<file path="src/rtl/ptp_tod_pkg.sv">
package ptp_tod_pkg;
  localparam int NS_W     = 30;
  localparam int SEC_W    = 48;
  localparam int SEC_LO_W = 32;
  localparam int SEC_HI_W = SEC_W - SEC_LO_W;
  localparam int STEP_W   = 8;
  localparam int FRAC_W   = 24;
  localparam int SEL_W    = 3;
  localparam int DATA_W   = 32;
  localparam int FRAC_HI_W = 16;
  localparam int FRAC_LO_W = FRAC_W - FRAC_HI_W;
  localparam logic [DATA_W-1:0] NS_PER_SEC = 32'd1000000000;

  typedef enum logic [SEL_W-1:0] {
    SEL_SEC_LO = 3'd0,
    SEL_SEC_HI = 3'd1,
    SEL_NSEC   = 3'd2,
    SEL_FRAC   = 3'd3,
    SEL_STEP   = 3'd4,
    SEL_ADJ    = 3'd5
  } reg_sel_e;

  function automatic logic [FRAC_W-1:0] frac_from_word(input logic [DATA_W-1:0] w);
    return {w[FRAC_HI_W-1:0], w[DATA_W-1 -: FRAC_LO_W]};
  endfunction

  function automatic logic [DATA_W-1:0] word_from_frac(input logic [FRAC_W-1:0] f);
    logic [DATA_W-1:0] w;
    w = '0;
    w[FRAC_HI_W-1:0] = f[FRAC_W-1:FRAC_LO_W];
    w[DATA_W-1 -: FRAC_LO_W] = f[FRAC_LO_W-1:0];
    return w;
  endfunction
endpackage

</file>
<file path="src/rtl/ptp_step_regs.sv">
module ptp_step_regs
  import ptp_tod_pkg::*;
(
  input  logic              clk,
  input  logic              rst_n,
  input  logic              frac_wr,
  input  logic              step_wr,
  input  logic [FRAC_W-1:0] frac_in,
  input  logic [STEP_W-1:0] step_in,
  output logic [STEP_W-1:0] step_ns,
  output logic [FRAC_W-1:0] step_frac
);
  logic [FRAC_W-1:0] frac_pend;

  always_ff @(posedge clk or negedge rst_n) begin
    if (!rst_n) begin
      frac_pend <= '0;
      step_ns   <= '0;
      step_frac <= '0;
    end else begin
      if (frac_wr) frac_pend <= frac_in;
      if (step_wr) begin
        step_ns   <= step_in;
        step_frac <= frac_pend;
      end
    end
  end

  // the committed step changes only on a step write
  p_commit_only_r6: assert property (@(posedge clk) disable iff (!rst_n)
    !step_wr |=> $stable(step_frac) && $stable(step_ns));
endmodule

</file>
<file path="src/rtl/ptp_frac_acc.sv">
module ptp_frac_acc
  import ptp_tod_pkg::*;
(
  input  logic              clk,
  input  logic              rst_n,
  input  logic [STEP_W-1:0] step_ns,
  input  logic [FRAC_W-1:0] step_frac,
  output logic [STEP_W:0]   step
);
  logic [FRAC_W-1:0] acc;
  logic [FRAC_W:0]   acc_sum;

  always_comb begin
    acc_sum = {1'b0, acc} + {1'b0, step_frac};
    step    = {1'b0, step_ns} + {{STEP_W{1'b0}}, acc_sum[FRAC_W]};
  end

  always_ff @(posedge clk or negedge rst_n) begin
    if (!rst_n) acc <= '0;
    else        acc <= acc_sum[FRAC_W-1:0];
  end

  // without a fraction the step is exactly the whole increment
  p_no_frac_carry_r2: assert property (@(posedge clk) disable iff (!rst_n)
    (step_frac == '0) |-> (step == {1'b0, step_ns}));
endmodule

</file>
<file path="src/rtl/ptp_time_core.sv">
module ptp_time_core
  import ptp_tod_pkg::*;
(
  input  logic              clk,
  input  logic              rst_n,
  input  logic [STEP_W:0]   step,
  input  logic              ld_ns,
  input  logic [NS_W-1:0]   ns_val,
  input  logic              ld_sec,
  input  logic [SEC_W-1:0]  sec_val,
  input  logic              adj_en,
  input  logic              adj_sub,
  input  logic [NS_W-1:0]   adj_mag,
  output logic [SEC_W-1:0]  sec,
  output logic [NS_W-1:0]   ns
);
  localparam int SUM_W = NS_W + 4;
  localparam logic signed [SUM_W-1:0] ONE_SEC = SUM_W'(NS_PER_SEC);
  localparam logic signed [SUM_W-1:0] TWO_SEC = ONE_SEC + ONE_SEC;

  logic signed [SUM_W-1:0] base, sum, wrapped;
  logic signed [2:0]       dsec;

  always_comb begin
    base = $signed({4'b0, ns}) + $signed({{(SUM_W-STEP_W-1){1'b0}}, step});
    if (!adj_en)      sum = base;
    else if (adj_sub) sum = base - $signed({4'b0, adj_mag});
    else              sum = base + $signed({4'b0, adj_mag});
    if (sum < 0) begin
      wrapped = sum + ONE_SEC;
      dsec    = -3'sd1;
    end else if (sum >= TWO_SEC) begin
      wrapped = sum - TWO_SEC;
      dsec    = 3'sd2;
    end else if (sum >= ONE_SEC) begin
      wrapped = sum - ONE_SEC;
      dsec    = 3'sd1;
    end else begin
      wrapped = sum;
      dsec    = 3'sd0;
    end
  end

  always_ff @(posedge clk or negedge rst_n) begin
    if (!rst_n) begin
      ns  <= '0;
      sec <= '0;
    end else begin
      ns <= ld_ns ? ns_val : wrapped[NS_W-1:0];
      if (ld_sec)      sec <= sec_val;
      else if (!ld_ns) sec <= sec + {{(SEC_W-3){dsec[2]}}, dsec};
    end
  end

  // nanoseconds never reach one second
  p_ns_range_r3: assert property (@(posedge clk) disable iff (!rst_n)
    {2'b0, ns} < NS_PER_SEC);
  // without a load or adjust, seconds move by at most one
  p_sec_step_r4: assert property (@(posedge clk) disable iff (!rst_n)
    (!ld_sec && !adj_en) |=> ((sec - $past(sec)) <= SEC_W'(1)));
  // a nanosecond load leaves the seconds untouched
  p_ns_load_r5: assert property (@(posedge clk) disable iff (!rst_n)
    (ld_ns && !ld_sec) |=> $stable(sec));
endmodule

</file>
<file path="src/rtl/ptp_tod_counter.sv">
module ptp_tod_counter
  import ptp_tod_pkg::*;
(
  input  logic              clk,
  input  logic              rst_n,
  input  logic              wr_en,
  input  logic [SEL_W-1:0]  reg_sel,
  input  logic [DATA_W-1:0] wdata,
  output logic [DATA_W-1:0] rdata,
  output logic [SEC_W-1:0]  tod_sec,
  output logic [NS_W-1:0]   tod_ns
);
  logic [SEC_HI_W-1:0] sec_hi_pend;
  logic [STEP_W-1:0]   step_ns;
  logic [FRAC_W-1:0]   step_frac;
  logic [STEP_W:0]     step;
  logic wr_hi, wr_lo, wr_ns, wr_frac, wr_step, wr_adj;

  always_comb begin
    wr_hi   = wr_en && (reg_sel == SEL_SEC_HI);
    wr_lo   = wr_en && (reg_sel == SEL_SEC_LO);
    wr_ns   = wr_en && (reg_sel == SEL_NSEC) && (wdata < NS_PER_SEC);
    wr_frac = wr_en && (reg_sel == SEL_FRAC);
    wr_step = wr_en && (reg_sel == SEL_STEP);
    wr_adj  = wr_en && (reg_sel == SEL_ADJ) && ({1'b0, wdata[DATA_W-2:0]} < NS_PER_SEC);
  end

  always_ff @(posedge clk or negedge rst_n) begin
    if (!rst_n)     sec_hi_pend <= '0;
    else if (wr_hi) sec_hi_pend <= wdata[SEC_HI_W-1:0];
  end

  ptp_step_regs u_step (
    .clk(clk), .rst_n(rst_n), .frac_wr(wr_frac), .step_wr(wr_step),
    .frac_in(frac_from_word(wdata)), .step_in(wdata[STEP_W-1:0]),
    .step_ns(step_ns), .step_frac(step_frac));

  ptp_frac_acc u_acc (
    .clk(clk), .rst_n(rst_n), .step_ns(step_ns), .step_frac(step_frac),
    .step(step));

  ptp_time_core u_core (
    .clk(clk), .rst_n(rst_n), .step(step),
    .ld_ns(wr_ns), .ns_val(wdata[NS_W-1:0]),
    .ld_sec(wr_lo), .sec_val({sec_hi_pend, wdata}),
    .adj_en(wr_adj), .adj_sub(wdata[DATA_W-1]), .adj_mag(wdata[NS_W-1:0]),
    .sec(tod_sec), .ns(tod_ns));

  always_comb begin
    case (reg_sel)
      SEL_SEC_LO: rdata = tod_sec[SEC_LO_W-1:0];
      SEL_SEC_HI: rdata = {{(DATA_W-SEC_HI_W){1'b0}}, tod_sec[SEC_W-1:SEC_LO_W]};
      SEL_NSEC:   rdata = {{(DATA_W-NS_W){1'b0}}, tod_ns};
      SEL_FRAC:   rdata = word_from_frac(step_frac);
      SEL_STEP:   rdata = {{(DATA_W-STEP_W){1'b0}}, step_ns};
      default:    rdata = '0;
    endcase
  end

  // zero increment and no write keeps time frozen
  p_frozen_r9: assert property (@(posedge clk) disable iff (!rst_n)
    (step_ns == '0 && step_frac == '0 && !wr_en) |=> ($stable(tod_ns) && $stable(tod_sec)));
  // an upper-seconds write alone never disturbs the seconds count beyond a carry
  p_hi_pending_r4: assert property (@(posedge clk) disable iff (!rst_n)
    wr_hi |=> ((tod_sec - $past(tod_sec)) <= SEC_W'(1)));
endmodule

</file>
<file path="config.mk">
export PLATFORM = sky130hd
export DESIGN_NAME = ptp_tod_counter
export DESIGN_NICKNAME = d
export VERILOG_FILES = /design/src/rtl/ptp_tod_pkg.sv /design/src/rtl/ptp_step_regs.sv /design/src/rtl/ptp_frac_acc.sv /design/src/rtl/ptp_time_core.sv /design/src/rtl/ptp_tod_counter.sv
export SDC_FILE = /design/constraint.sdc
export NUM_CORES = 1
export LEC_CHECK = 0
export BUFFER_PORTS_ARGS = -buffer_cell sky130_fd_sc_hd__buf_4
export CORE_MARGIN = 3
export CORE_UTILIZATION = 56
export DETAILED_ROUTE_END_ITERATION = 10
export HOLD_SLACK_MARGIN = 0.06
export PLACE_DENSITY = 0.82
export SETUP_SLACK_MARGIN = 0.05
export SLEW_MARGIN = 20
export SYNTH_ARGS = -nofsm -noshare
export SYNTH_HDL_FRONTEND = slang
export SYNTH_SLANG_ARGS = --single-unit
</file>
<file path="constraint.sdc">
create_clock -name clk -period 11.55 [get_ports clk]
set_input_delay 1.155 -clock clk [delete_from_list [all_inputs] [get_ports clk]]
set_output_delay 1.155 -clock clk [all_outputs]
set_load 0.005 [all_outputs]
</file>
==> results.sh <==
export IMPL_cts_buffers=17
export IMPL_totalWireLength_mm=75.9
export IMPL_multi_input_area_sq_mm=0.0133
export IMPL_netlist_area_sq_mm=0.0173
export IMPL_violations="negative setup slack"
export IMPL_final_util=0.796
export IMPL_max_cap_viol_count=0
export IMPL_rsz0062_at_grt="true"
export IMPL_synth_top_family_by_area="compound AO/OA/AOI/OAI gates"
export IMPL_ys_seq_area_frac=0.251
export IMPL_crit_path_max_fanout=5
export IMPL_io_buffer_count=147
export IMPL_drtIter0Drc=2325
export IMPL_gp_congestion=1.02
export IMPL_num_vias=20154
export IMPL_grt_pass1_wl_mm=112
export IMPL_grt_pass1_vias=19331
export IMPL_synth_compound_area_frac=0.276
export IMPL_cts_buffer_depth=2
export IMPL_cp_start_kind="register"
export IMPL_power_density_mw_per_mm2=310
export IMPL_grt_overflow=0
export IMPL_design_portCount=148
export IMPL_power_share_clock=0.084
export IMPL_slowest_stage="o41a_1"
export IMPL_synth_xor_area_frac=0.0596
export IMPL_grt_max_degree=97
export IMPL_layout_setup_ws_ps=-57.0
export IMPL_slew_headroom=0.302
export IMPL_crit_path_end_kind="register"
export IMPL_yosysUniqueCellTypes=102
export IMPL_grt_util_all_layers=0.432
export IMPL_cts_root_buffer_cell="clkbuf_16"
export IMPL_async_flop_share=1.00
export IMPL_ir_drop_v=0.000208
export IMPL_synth_edf_count=0
export IMPL_die_h_microns=182
export IMPL_period_share=1.00
export IMPL_synth_warnings=0
export IMPL_hp_class="register to register"
export IMPL_drtPass1Iterations=8
export IMPL_layout_nets=2832
export IMPL_synth_top_area_cell="dfrtp_1"
export IMPL_ant_nets=0
export IMPL_worst_pin_slew_ps=1040
export IMPL_fin_skew_ps=15.2
export IMPL_synth_ff_latch_count=174
export IMPL_die_x_microns=182
export IMPL_yosys_area_share_simple=0.180
export IMPL_yosys_area_top_type_share=0.251
export IMPL_p_sw_frac=0.482
export IMPL_timing_final_max_slew_violations=0
export IMPL_insertion_delay_ps=470
export IMPL_synth_area_mux_share=0.0685
export IMPL_clock_fmax_mhz=86.2
export IMPL_dieArea_sq_mm=0.0331
export IMPL_pre_cts_slack_ps=-1130
export IMPL_p_sw_w=0.00358
export IMPL_synth_ff_type="dfrtp_1"
export IMPL_core_rowCount=63
export IMPL_clk_pin_slew_ps=80
export IMPL_p_leak_nw=11.4
export IMPL_via_per_inst=6.65
export IMPL_synth_fa_ha_area_frac=0.122
export IMPL_pwr_share_seq=0.167
export IMPL_pwr_share_comb=0.749
export IMPL_status="finished, violations left"
export IMPL_cts_sinks=174
export IMPL_setup_viol=3
export IMPL_reg2regPathDepth=63
export IMPL_drc=0
export IMPL_fillers=2051
export IMPL_seqCellArea_sq_mm=0.00435
export IMPL_worst_setup_path_type="register to register"
export IMPL_synth_area_per_cell_sq_um=8.38
export IMPL_area_growth_pct=38.3
export IMPL_syn_num_nets=2273
export IMPL_hold_violations=0
export IMPL_cp_common_cell="a21oi_2"
export IMPL_htree_levels=4
export IMPL_coreArea_sq_mm=0.0301
export IMPL_hold_depth=2
export IMPL_drive_above_1_share=0.360
export IMPL_worst_ep_required_time_ps=11880
export IMPL_place_detailed_hpwl_mm=55.2
export IMPL_max_stage_delay_ps=460
export IMPL_synthTopCellsByArea="dfrtp_1 25%, ha_1 12%, a21oi_1 4.5%, mux2_2 4.4%, o21ai_0 4.1%"
export IMPL_initial_core_util=0.576
export IMPL_synth_cells=2069
export IMPL_crit_arrival_ps=11930
export IMPL_intPower_w=0.00385
export IMPL_grt_antenna_before_repair=1
export IMPL_routedWlPerCell_microns=25.0
export IMPL_min_period_ps=11610
export IMPL_tritoncts="built"
kinds of logic (layout without fill, tap and decap cells):
family | after synthesis | in the layout
DFF | 174 | 174
AOI/OAI and AO/OA | 708 | 708
other | 0 | 1
muxes | 100 | 100
xor gates and xnor gates | 118 | 118
and+or+nand+nor | 616 | 616
buffers and inverters | 187 | 759
adders and majority gates | 166 | 166
final timing paths:
kind                                                       from                               to  slack (ps)
worst max-delay path            u_step.step_frac[0]$_DFFE_PN0P_       u_core.sec[40]$_DFFE_PN0P_         -60
worst min-delay path            u_step.frac_pend[1]$_DFFE_PN0P_  u_step.frac_pend[1]$_DFFE_PN0P_         480
worst max register to register  u_step.step_frac[0]$_DFFE_PN0P_       u_core.sec[40]$_DFFE_PN0P_         -60
worst min register to register  u_step.frac_pend[1]$_DFFE_PN0P_  u_step.frac_pend[1]$_DFFE_PN0P_         480
max in group asynchronous                                 rst_n       u_core.sec[46]$_DFFE_PN0P_        9460
min in group asynchronous                                 rst_n           u_core.ns[4]$_DFF_PN0_         790
cells in the mapped netlist, types with 9 or more instances:
library cell,count
nor2b_1,39
a22oi_1,69
mux2i_1,23
and2_1,11
a221o_1,9
clkbuf_1,69
and3_1,18
a211oi_1,26
a21oi_1,157
buf_1,11
nand4_1,17
a2111oi_0,9
o22ai_1,14
and4_1,9
nand2_1,150
dfrtp_1,174
a31oi_1,17
or2_2,19
ha_1,160
buf_2,11
nand3_1,44
o21ai_0,142
xor2_1,38
mux2_2,68
a21o_1,52
or4_1,11
o21a_1,22
xnor2_1,80
o21ai_1,18
o21bai_1,27
or3_1,17
o211ai_1,17
nand2b_1,30
nor2_1,156
nor3_1,46
nor4_1,12
o211a_1,11
o31ai_1,25
inv_1,92
layout make-up:
| type | count | share of cell area |
|---|---|---|
| Multi-Input combinational cell | 1708 | 0.553 |
| Timing Repair Buffer | 634 | 0.204 |
| Sequential cell | 174 | 0.182 |
| Tap cell | 390 | 0.0204 |
| Clock buffer | 17 | 0.0177 |
| Inverter | 93 | 0.0146 |
| Clock inverter | 15 | 0.00882 |
| Antenna cell | 1 | 0.000104 |
sequential cells by signal, summed over array words and instances (netlist names):
| signal | count |
|---|---|
| sec_hi_pend | 16 |
| u_core.sec | 48 |
| u_step.step_ns | 8 |
| u_acc.acc | 24 |
| u_step.frac_pend | 24 |
| u_core.ns | 30 |
| u_step.step_frac | 24 |
critical path, delay by kind of cell (launching register included):
family	cells	cell delay (ps)
muxes	1	330
adders and majority gates	7	1920
AOI/OAI and AO/OA	32	5870
and+or+nand+nor	12	1350
xor gates and xnor gates	1	160
DFF	1	430
buffers and inverters	10	1390
layout by cell type (no fill, tap or decap), drive strengths merged, types with 20 or more instances in the layout:
master and n:
nand2b 30, a21oi 157, a211oi 28, a22oi 70, o21ai 160, nand2 152
mux2 69, xnor2 80, nor3 47, nor2b 39, buf 634, o31ai 27
nand3 44, dfrtp 174, ha 160, mux2i 23, nor2 156, o21bai 27
a21o 52, or2 20, xor2 38, o21a 22, inv 97
layer usage:
layer	global-route usage	vias to the layer above	routed length (microns)
li1	-	8814	-
met1	0.532	9545	27800
met2	0.690	1405	33800
met3	0.109	390	8520
met4	0.244	0	5760
met5	0	-	0
per-stage QoR:
step | area (sq um) | hold WS (ps) | setup TNS, ps | cells | total power, W
after floorplan | 17400 | 443 | 0 | 2069 | 0.00367
after global placement | 21600 | 454 | -5010 | 2903 | 0.00585
after detailed placement | 21600 | 461 | -13630 | 2903 | 0.00595
after CTS | 23000 | 487 | 0 | 2990 | 0.00688
after global routing | 24000 | 514 | -3670 | 3031 | 0.00779
final | 24000 | 483 | -142 | 3032 | 0.00742
repair_timing:
action,in CTS,in global routing
hold buffers,0,0
pin swaps,40,78
endpoints found under the setup margin,29,20
hold endpoints to repair,0,0
setup buffers,55,45
resized for setup,65,144
power by group through the flow:
stage | logic [W] | clock network [W] | registers (W)
after detailed placement | 0.00475 | 0 | 0.00121
after global routing | 0.00590 | 0.000648 | 0.00124
after CTS | 0.00506 | 0.000618 | 0.00120
final | 0.00556 | 0.000626 | 0.00124
after global placement | 0.00465 | 0 | 0.00120
after floorplan | 0.00262 | 0 | 0.00105
(Power assumes the default switching activity.)
